File: config.mk
export PLATFORM = sky130hd
export DESIGN_NAME = lane_split_addsub
export DESIGN_NICKNAME = d
export VERILOG_FILES = /design/src/rtl/lsa_pkg.sv /design/src/rtl/lsa_lane_map.sv /design/src/rtl/lsa_nibble_add.sv /design/src/rtl/lane_split_addsub.sv
export SDC_FILE = /design/constraint.sdc
export NUM_CORES = 1
export LEC_CHECK = 0
export ABC_AREA = 1
export BUFFER_PORTS_ARGS = -buffer_cell sky130_fd_sc_hd__buf_2
export CORE_ASPECT_RATIO = 0.9
export CORE_MARGIN = 2
export CORE_UTILIZATION = 48
export DETAILED_ROUTE_END_ITERATION = 10
export MAX_ROUTING_LAYER = met4
export PLACE_DENSITY = 0.85
export SYNTH_ARGS = -nofsm -noshare
export SYNTH_HDL_FRONTEND = slang
export SYNTH_SLANG_ARGS = --single-unit
File: constraint.sdc
create_clock -name vclk -period 6.75
set_input_delay 0 -clock vclk [all_inputs]
set_output_delay 0 -clock vclk [all_outputs]
set_load 0.005 [all_outputs]
File: src/rtl/lsa_pkg.sv
package lsa_pkg;

    typedef enum logic [1:0] {
        OP_ADD     = 2'b00,
        OP_SUB     = 2'b01,
        OP_NEG     = 2'b10,
        OP_ADD_ALT = 2'b11
    } lsa_op_e;

    localparam int LSA_NIB_W = 4;
    localparam int LSA_NIBS  = 4;

endpackage

File: src/rtl/lsa_lane_map.sv
// Decodes the cut vector into per-nibble lane start and lane end flags.
module lsa_lane_map #(
    parameter  int NIBS   = 4,
    localparam int MASK_W = NIBS - 1
) (
    input  logic [MASK_W-1:0] split_i,
    output logic [NIBS-1:0]   start_o,
    output logic [NIBS-1:0]   end_o
);

    for (genvar n = 0; n < NIBS; n++) begin : g_map
        if (n == 0) begin : g_first
            assign start_o[n] = 1'b1;
        end else begin : g_rest
            assign start_o[n] = split_i[n-1];
        end
        if (n == NIBS - 1) begin : g_last
            assign end_o[n] = 1'b1;
        end else begin : g_inner
            assign end_o[n] = split_i[n];
        end
    end

endmodule

File: src/rtl/lsa_nibble_add.sv
// One nibble of the chain: W-bit add with carry in and carry out.
module lsa_nibble_add #(
    parameter int W = 4
) (
    input  logic [W-1:0] x_i,
    input  logic [W-1:0] y_i,
    input  logic         c_i,
    output logic [W-1:0] s_o,
    output logic         c_o
);

    logic [W:0] wide;

    assign wide = {1'b0, x_i} + {1'b0, y_i} + {{W{1'b0}}, c_i};
    assign s_o  = wide[W-1:0];
    assign c_o  = wide[W];

endmodule

File: src/rtl/lane_split_addsub.sv
module lane_split_addsub
    import lsa_pkg::*;
#(
    parameter  int NIB_W  = LSA_NIB_W,
    parameter  int NIBS   = LSA_NIBS,
    localparam int DW     = NIB_W * NIBS,
    localparam int MASK_W = NIBS - 1
) (
    input  logic [DW-1:0]     a_i,
    input  logic [DW-1:0]     b_i,
    input  logic [MASK_W-1:0] split_i,
    input  logic [NIBS-1:0]   cin_i,
    input  logic [1:0]        op_i,
    output logic [DW-1:0]     sum_o,
    output logic [NIBS-1:0]   cout_o
);

    lsa_op_e        op;
    logic           neg_mode;
    logic [DW-1:0]  opx;
    logic [DW-1:0]  opy;
    logic [NIBS-1:0] lane_start;
    logic [NIBS-1:0] lane_end;
    logic [NIBS-1:0] nib_cin;
    logic [NIBS-1:0] nib_cout;
    logic [NIBS-1:0] lane_carry;

    assign op = lsa_op_e'(op_i);

    // Operand steering: subtract inverts b, negate computes 0 + ~a + 1.
    always_comb begin
        neg_mode = 1'b0;
        opx      = a_i;
        opy      = b_i;
        case (op)
            OP_SUB: opy = ~b_i;
            OP_NEG: begin
                neg_mode = 1'b1;
                opx      = '0;
                opy      = ~a_i;
            end
            default: ;
        endcase
    end

    lsa_lane_map #(.NIBS(NIBS)) i_map (
        .split_i (split_i),
        .start_o (lane_start),
        .end_o   (lane_end)
    );

    for (genvar n = 0; n < NIBS; n++) begin : g_nib
        // Carry entering this nibble: fresh at a lane start, chained otherwise.
        if (n == 0) begin : g_c0
            assign nib_cin[n] = neg_mode | cin_i[n];
        end else begin : g_cn
            assign nib_cin[n] = lane_start[n] ? (neg_mode | cin_i[n]) : nib_cout[n-1];
        end

        lsa_nibble_add #(.W(NIB_W)) i_nib (
            .x_i (opx[n*NIB_W +: NIB_W]),
            .y_i (opy[n*NIB_W +: NIB_W]),
            .c_i (nib_cin[n]),
            .s_o (sum_o[n*NIB_W +: NIB_W]),
            .c_o (nib_cout[n])
        );

        // Carry leaving the lane, carried down to the lane's lowest nibble.
        if (n == NIBS - 1) begin : g_ltop
            assign lane_carry[n] = nib_cout[n];
        end else begin : g_lrest
            assign lane_carry[n] = lane_end[n] ? nib_cout[n] : lane_carry[n+1];
        end

        assign cout_o[n] = lane_start[n] & ~neg_mode & lane_carry[n];
    end

    always_comb begin

        lane_cout_pos_chk: assert ((cout_o & ~{split_i, 1'b1}) == '0)
            else $error("carry-out outside a lane start");
        if (op == OP_NEG) begin

            neg_no_carry_chk: assert (cout_o == '0)
                else $error("carry-out during negate");
            if (split_i == '0) begin

                neg_inverse_chk: assert (DW'(sum_o + a_i) == '0)
                    else $error("negate does not invert a");
            end
        end
        if (op == OP_ADD && split_i == '0) begin

            whole_add_chk: assert ({cout_o[0], sum_o} ==
                                   {1'b0, a_i} + {1'b0, b_i} + {{DW{1'b0}}, cin_i[0]})
                else $error("full-width add mismatch");
        end
        if (op == OP_ADD && split_i == '1) begin
            for (int n = 0; n < NIBS; n++) begin

                nibble_iso_chk: assert (sum_o[n*NIB_W +: NIB_W] ==
                    NIB_W'(a_i[n*NIB_W +: NIB_W] + b_i[n*NIB_W +: NIB_W] + {{(NIB_W-1){1'b0}}, cin_i[n]}))
                    else $error("nibble lane not isolated");
            end
        end
    end

endmodule

# --- After elaboration in Yosys (flattened, before gate mapping) ---
# Cells that the tools add are included.
classes:
  add_sub_neg: 8
  eq_ne: 2
  n_mux: 9
  n_bitwise: 14
ops:
  columns: ["op", "n"]
  rows:
  - ["NOT 16 bit", 2]
  - ["case mux 16 bit (2 select lines)", 1]
  - ["adder 4 x 4 -> 5 bit", 4]
  - ["adder 5 x 1 -> 5 bit", 4]
  - ["2-to-1 mux 16 bit", 1]
  - ["AND 1 bit", 7]
  - ["2-to-1 mux 1 bit", 7]
  - ["bitwise OR 1 bit", 4]
  - ["== test 2 x 1 -> 1 bit, second input constant", 1]
  - ["== test 2 bit, second input constant", 1]
  - ["NOT 1 bit", 1]
word_totals:
  reg_bits: 0
  inputBits: 41
  wordCells: 33

# --- Longest topological paths before layout ---
depth:
  ltp_word: 14
  ltp_mapped: 33

# --- Cells and area by module ---
# From an unflattened synthesis, not the netlist that was laid out.
hier_totals:
  hier_cells: 243
  hier_area_um2: 1458.9
by_module_without_submodules:
  columns: ["module", "n_inst", "cells_per_inst", "area_per_inst_um2", "seq_area_each_um2"]
  rows:
  - ["lane_split_addsub", 1, 134, 734.5, 0.0]
  - ["lsa_nibble_add", 4, 25, 165.2, 0.0]
  - ["lsa_lane_map", 1, 9, 63.8, 0.0]

# --- Worst setup path before layout ---
# No wires, ideal clock.
synth_path:
  kind: "input port to output port"
  startpoint: "input op_i[0]"
  endpoint: "output cout_o[0]"
  t_arrival_ps: 4737
  required_time_ps: 6750
  path_slack_ps: 2013
  stages: 33
  cell_sequence: "inv_1 -> ha_1 -> inv_2 -> buf_6 -> o221ai_2 -> o21ai_1 -> inv_1 -> fa_1 -> fa_1 -> nand3_1 -> nand2_1 -> o22ai_1 -> fa_1 -> fa_1 -> nand3b_1 -> nand3_1 -> o31ai_1 -> fa_1 -> fa_1 -> inv_1 -> nand2_1 -> nand2_1 -> nand2_1 -> o2bb2ai_1 -> fa_1 -> inv_1 -> fa_1 -> nand2_1 -> nand2_1 -> nand3_1 -> nand3_1 -> nand2_1 -> a21oi_1"
synth_between:
  elab_chain_len: 14
  elab_cells_between_ends: 25
synth_lines:
  columns: ["item", "line_no", "rtl"]
  rows:
  - ["start, declared", "lane_split_addsub.sv:13", "input logic [1:0] op_i,"]
  - ["== test 2 bit / == test 2 x 1 -> 1 bit (equally long branches)", "lane_split_addsub.sv:35", "case (op)"]
  - ["case mux 16 bit (2 select lines), or another cell as far along", "lane_split_addsub.sv:35", null]
  - ["adder 4 x 4 -> 5 bit / bitwise OR 1 bit (equally long branches)", "lsa_nibble_add.sv:14, lane_split_addsub.sv:55", null]
  - ["adder 5 x 1 -> 5 bit", "lsa_nibble_add.sv:14", "assign wide = {1'b0, x_i} + {1'b0, y_i} + {{W{1'b0}}, c_i};"]
  - ["2-to-1 mux 1 bit", "lane_split_addsub.sv:57", "assign nib_cin[n] = lane_start[n] ? (neg_mode | cin_i[n]) : nib_cout[n-1];"]
  - ["adder 5 x 1 -> 5 bit", "lsa_nibble_add.sv:14", null]
  - ["2-to-1 mux 1 bit", "lane_split_addsub.sv:57", null]
  - ["adder 5 x 1 -> 5 bit", "lsa_nibble_add.sv:14", null]
  - ["2-to-1 mux 1 bit", "lane_split_addsub.sv:57", null]
  - ["adder 5 x 1 -> 5 bit", "lsa_nibble_add.sv:14", null]
  - ["2-to-1 mux 1 bit (3 in a row)", "lane_split_addsub.sv:72", "assign lane_carry[n] = lane_end[n] ? nib_cout[n] : lane_carry[n+1];"]
  - ["AND 1 bit *", "lane_split_addsub.sv:75", "assign cout_o[n] = lane_start[n] & ~neg_mode & lane_carry[n];"]
  - ["end, declared", "lane_split_addsub.sv:15", "output logic [NIBS-1:0] cout_o"]
# Every way passes the cells marked *; elsewhere a longest branch is shown, timed or not.

# --- Worst setup path in the final report ---
# Ends and elaborated chain as after synthesis.

==> flow_summary.json <==
{
  "status": "completed",
  "pin_count_of_the_biggest_net_entering_global_routing": 19,
  "worstSetupStartpointType": "primary input",
  "rsz0062_at_grt": "no",
  "layout-drive-gt1-share_pct": 30.2,
  "layout.core_utilization_pct": 65.9,
  "post_cts_hold_buffer_count": 0,
  "crit_path_max_incr_delay_ps": 420,
  "start_util_pct": 52.0,
  "gp_routability_congestion": 0.895,
  "pin_count": 61,
  "grt_pass1_vias": 1208,
  "critical_path_required_ps": 6750,
  "timing.final.setup_violations": 0,
  "fmax_ghz": 0.184,
  "post-route-worst-setup-slack_ps": 1310,
  "postSynthNetCount": 240,
  "core_area_mm2": 0.00222,
  "drt-wirelength-per-cell_um": 11.3,
  "crit_top_cell": "sky130_fd_sc_hd__fa_1",
  "detail-route-antenna-nets": 0,
  "n_antenna_cell": 0,
  "gr_overflow_total": 0,
  "synth.top_cells.by_area": "sky130_fd_sc_hd__ha_1 (16%), sky130_fd_sc_hd__inv_1 (15%), sky130_fd_sc_hd__fa_1 (14%), sky130_fd_sc_hd__o221ai_1 (8.3%), sky130_fd_sc_hd__o221ai_2 (6.5%)",
  "syn-mean-instance-area_um2": 6.57,
  "first_pass_grt_wire_length_mm": 4.96,
  "period_minus_slack_ps": 5440,
  "detail_route.iter0.violations": 32,
  "power-per-cell-area_mw_per_mm2": 125,
  "setup-tns-final_ps": 0,
  "io_buffers": 61,
  "detailed_placement_hpwl_mm": 2.39,
  "via_per_inst": 5.24,
  "syn_inst": 176,
  "grt_antenna_before_repair": 0,
  "maximum_vdd_ir_drop_mv": 0.0714,
  "dieArea_mm2": 0.00282,
  "via_count": 1356,
  "grt_util_all_layers_pct": 21.6,
  "postCtsResizedCells": 0,
  "dp_worst_setup_slack_ps": 1330,
  "cp.arrival_ps": 5440,
  "timing.critical_path.to": "cout_o[0]",
  "rows": 16,
  "total_wire_length_after_detailed_routing_mm": 2.93,
  "die_height_um": 50.6,
  "synth.yosys.seq_area_share_pct": 0,
  "dp_area_mm2": 0.00147,
  "placed_cells_incl_taps": 259,
  "yosysWarnings": 0,
  "synth_largest_area_cell": "sky130_fd_sc_hd__ha_1",
  "die_w_um": 55.7,
  "timing.critical_path.fanout_max": 18,
  "clock_buffer_count": 0,
  "crit_path_end_kind": "output pin",
  "timing.max_cap.violations": 0,
  "post-synth-top-area-fraction_pct": 16.2,
  "critical_path.startpoint": "op_i[0]",
  "finalInstanceArea_mm2": 0.00147,
  "critical_path.slowest_cell": "sky130_fd_sc_hd__fa_1",
  "post_synth_num_cell_types": 25,
  "layout_net_count": 298,
  "timing.final.crit_share_pct": 80.6,
  "hold_path.class": "primary input to output pin",
  "finalHoldViolCount": 0,
  "drcViolationCount": 0,
  "flow.area_growth_from_synthesis_pct": 26.7,
  "cts_setup_buffers": 0,
  "n_sequential_cell": 0,
  "mappedNetlistArea_mm2": 0.00116,
  "critical_path_class": "primary input to output pin",
  "cellLeakagePower_nw": 0.880,
  "max_slew.worst_pin.slew_ps": 622,
  "register_area_um2": 0,
  "slew-limit-headroom_pct": 58.5,
  "final_max_slew_viol_count": 0,
  "final_cells": 259,
  "number_of_optimization_iterations_in_the_first_detailed_route_pass": 4
}
-- per-layer routing --
| layer | wire (um) | track usage (%) | vias to the layer above |
|---|---|---|---|
| li1 | - | - | 698 |
| met1 | 1360 | 28.6 | 605 |
| met2 | 1370 | 37.7 | 49 |
| met3 | 188 | 1.80 | 4 |
| met4 | 15 | 1.63 | 0 |
| met5 | 0 | - | - |
-- cell usage after synthesis, drive strengths merged --
cell type and number:
inv 46, o31ai 1, o22ai 1, o221ai 16, nor2 17, buf 4
ha 15, a211oi 1, xor2 6, xnor2 2, nand3 9, or2 2
nand2 18, a21oi 7, o21ai 19, nand3b 1, o2bb2ai 1, clkbuf 2
fa 8
-- critical path: cells and delay by family --
family          cells  cell delay (ps)
simple gates       12             1000
compound gates      6              730
buf+inv             7              790
fa+ha+maj           9             2910
-- where the power goes --
| group | total, mW | switching [mW] | internal (mW) | leakage, nW |
|---|---|---|---|---|
| clock network | 0 | 0 | 0 | 0 |
| registers | 0 | 0 | 0 | 0 |
| logic | 0.183 | 0.0978 | 0.0852 | 0.880 |
-- worst min path at each step --
| stage | cells after the start | to | slack [ps] | start |
|---|---|---|---|---|
| after floorplan | 2 | cout_o[1] | 90 | split_i[0] |
| after global placement | 4 | cout_o[1] | 340 | split_i[0] |
| after detailed placement | 4 | cout_o[1] | 360 | split_i[0] |
| after CTS | 4 | cout_o[1] | 360 | split_i[0] |
| after global routing | 4 | cout_o[1] | 390 | split_i[0] |
| final | 4 | cout_o[3] | 360 | split_i[2] |
-- stage by stage --
step / power [mW] / hold WS [ps]
2_1_floorplan: 0.115 / 85.5
5_1_grt: 0.208 / 388
4_1_cts: 0.183 / 359
3_5_place_dp: 0.182 / 357
6_report: 0.183 / 358
3_3_place_gp: 0.179 / 345
-- cell type report --
| cell class | count | area, um2 |
|---|---|---|
| repair buffers | 62 | 313 |
| well taps | 27 | 33.8 |
| multi-input cells | 124 | 946 |
| inverters | 46 | 173 |
| fillers | 226 | 757 |
-- kinds of logic (layout without fill, tap and decap cells) --
kind of cell,count (synthesis),count (layout),share of synthesized area [%]
buffers and inverters,52,108,18.2
adder cells (fa/ha/maj),23,23,30.1
AND/OR/NAND/NOR,47,47,17.0
AO/OA/AOI/OAI,46,46,28.7
XOR/XNOR,8,8,6.06
-- placed cells by master (no fill, tap or decap) --
cell / n
sky130_fd_sc_hd__inv_1: 45
sky130_fd_sc_hd__o2bb2ai_1: 1
sky130_fd_sc_hd__fa_1: 8
sky130_fd_sc_hd__o22ai_1: 1
sky130_fd_sc_hd__o221ai_1: 11
sky130_fd_sc_hd__nand3_1: 9
sky130_fd_sc_hd__xnor2_1: 2
sky130_fd_sc_hd__nor2_1: 17
sky130_fd_sc_hd__inv_2: 1
sky130_fd_sc_hd__o221ai_2: 5
sky130_fd_sc_hd__buf_4: 1
sky130_fd_sc_hd__or2_2: 2
sky130_fd_sc_hd__xor2_1: 6
sky130_fd_sc_hd__nand2_1: 18
sky130_fd_sc_hd__buf_2: 61
sky130_fd_sc_hd__ha_1: 15
sky130_fd_sc_hd__o31ai_1: 1
sky130_fd_sc_hd__a21oi_1: 7
sky130_fd_sc_hd__nand3b_1: 1
sky130_fd_sc_hd__a211oi_1: 1
sky130_fd_sc_hd__o21ai_1: 5
sky130_fd_sc_hd__o21ai_0: 14
(Power assumes the default switching activity.)
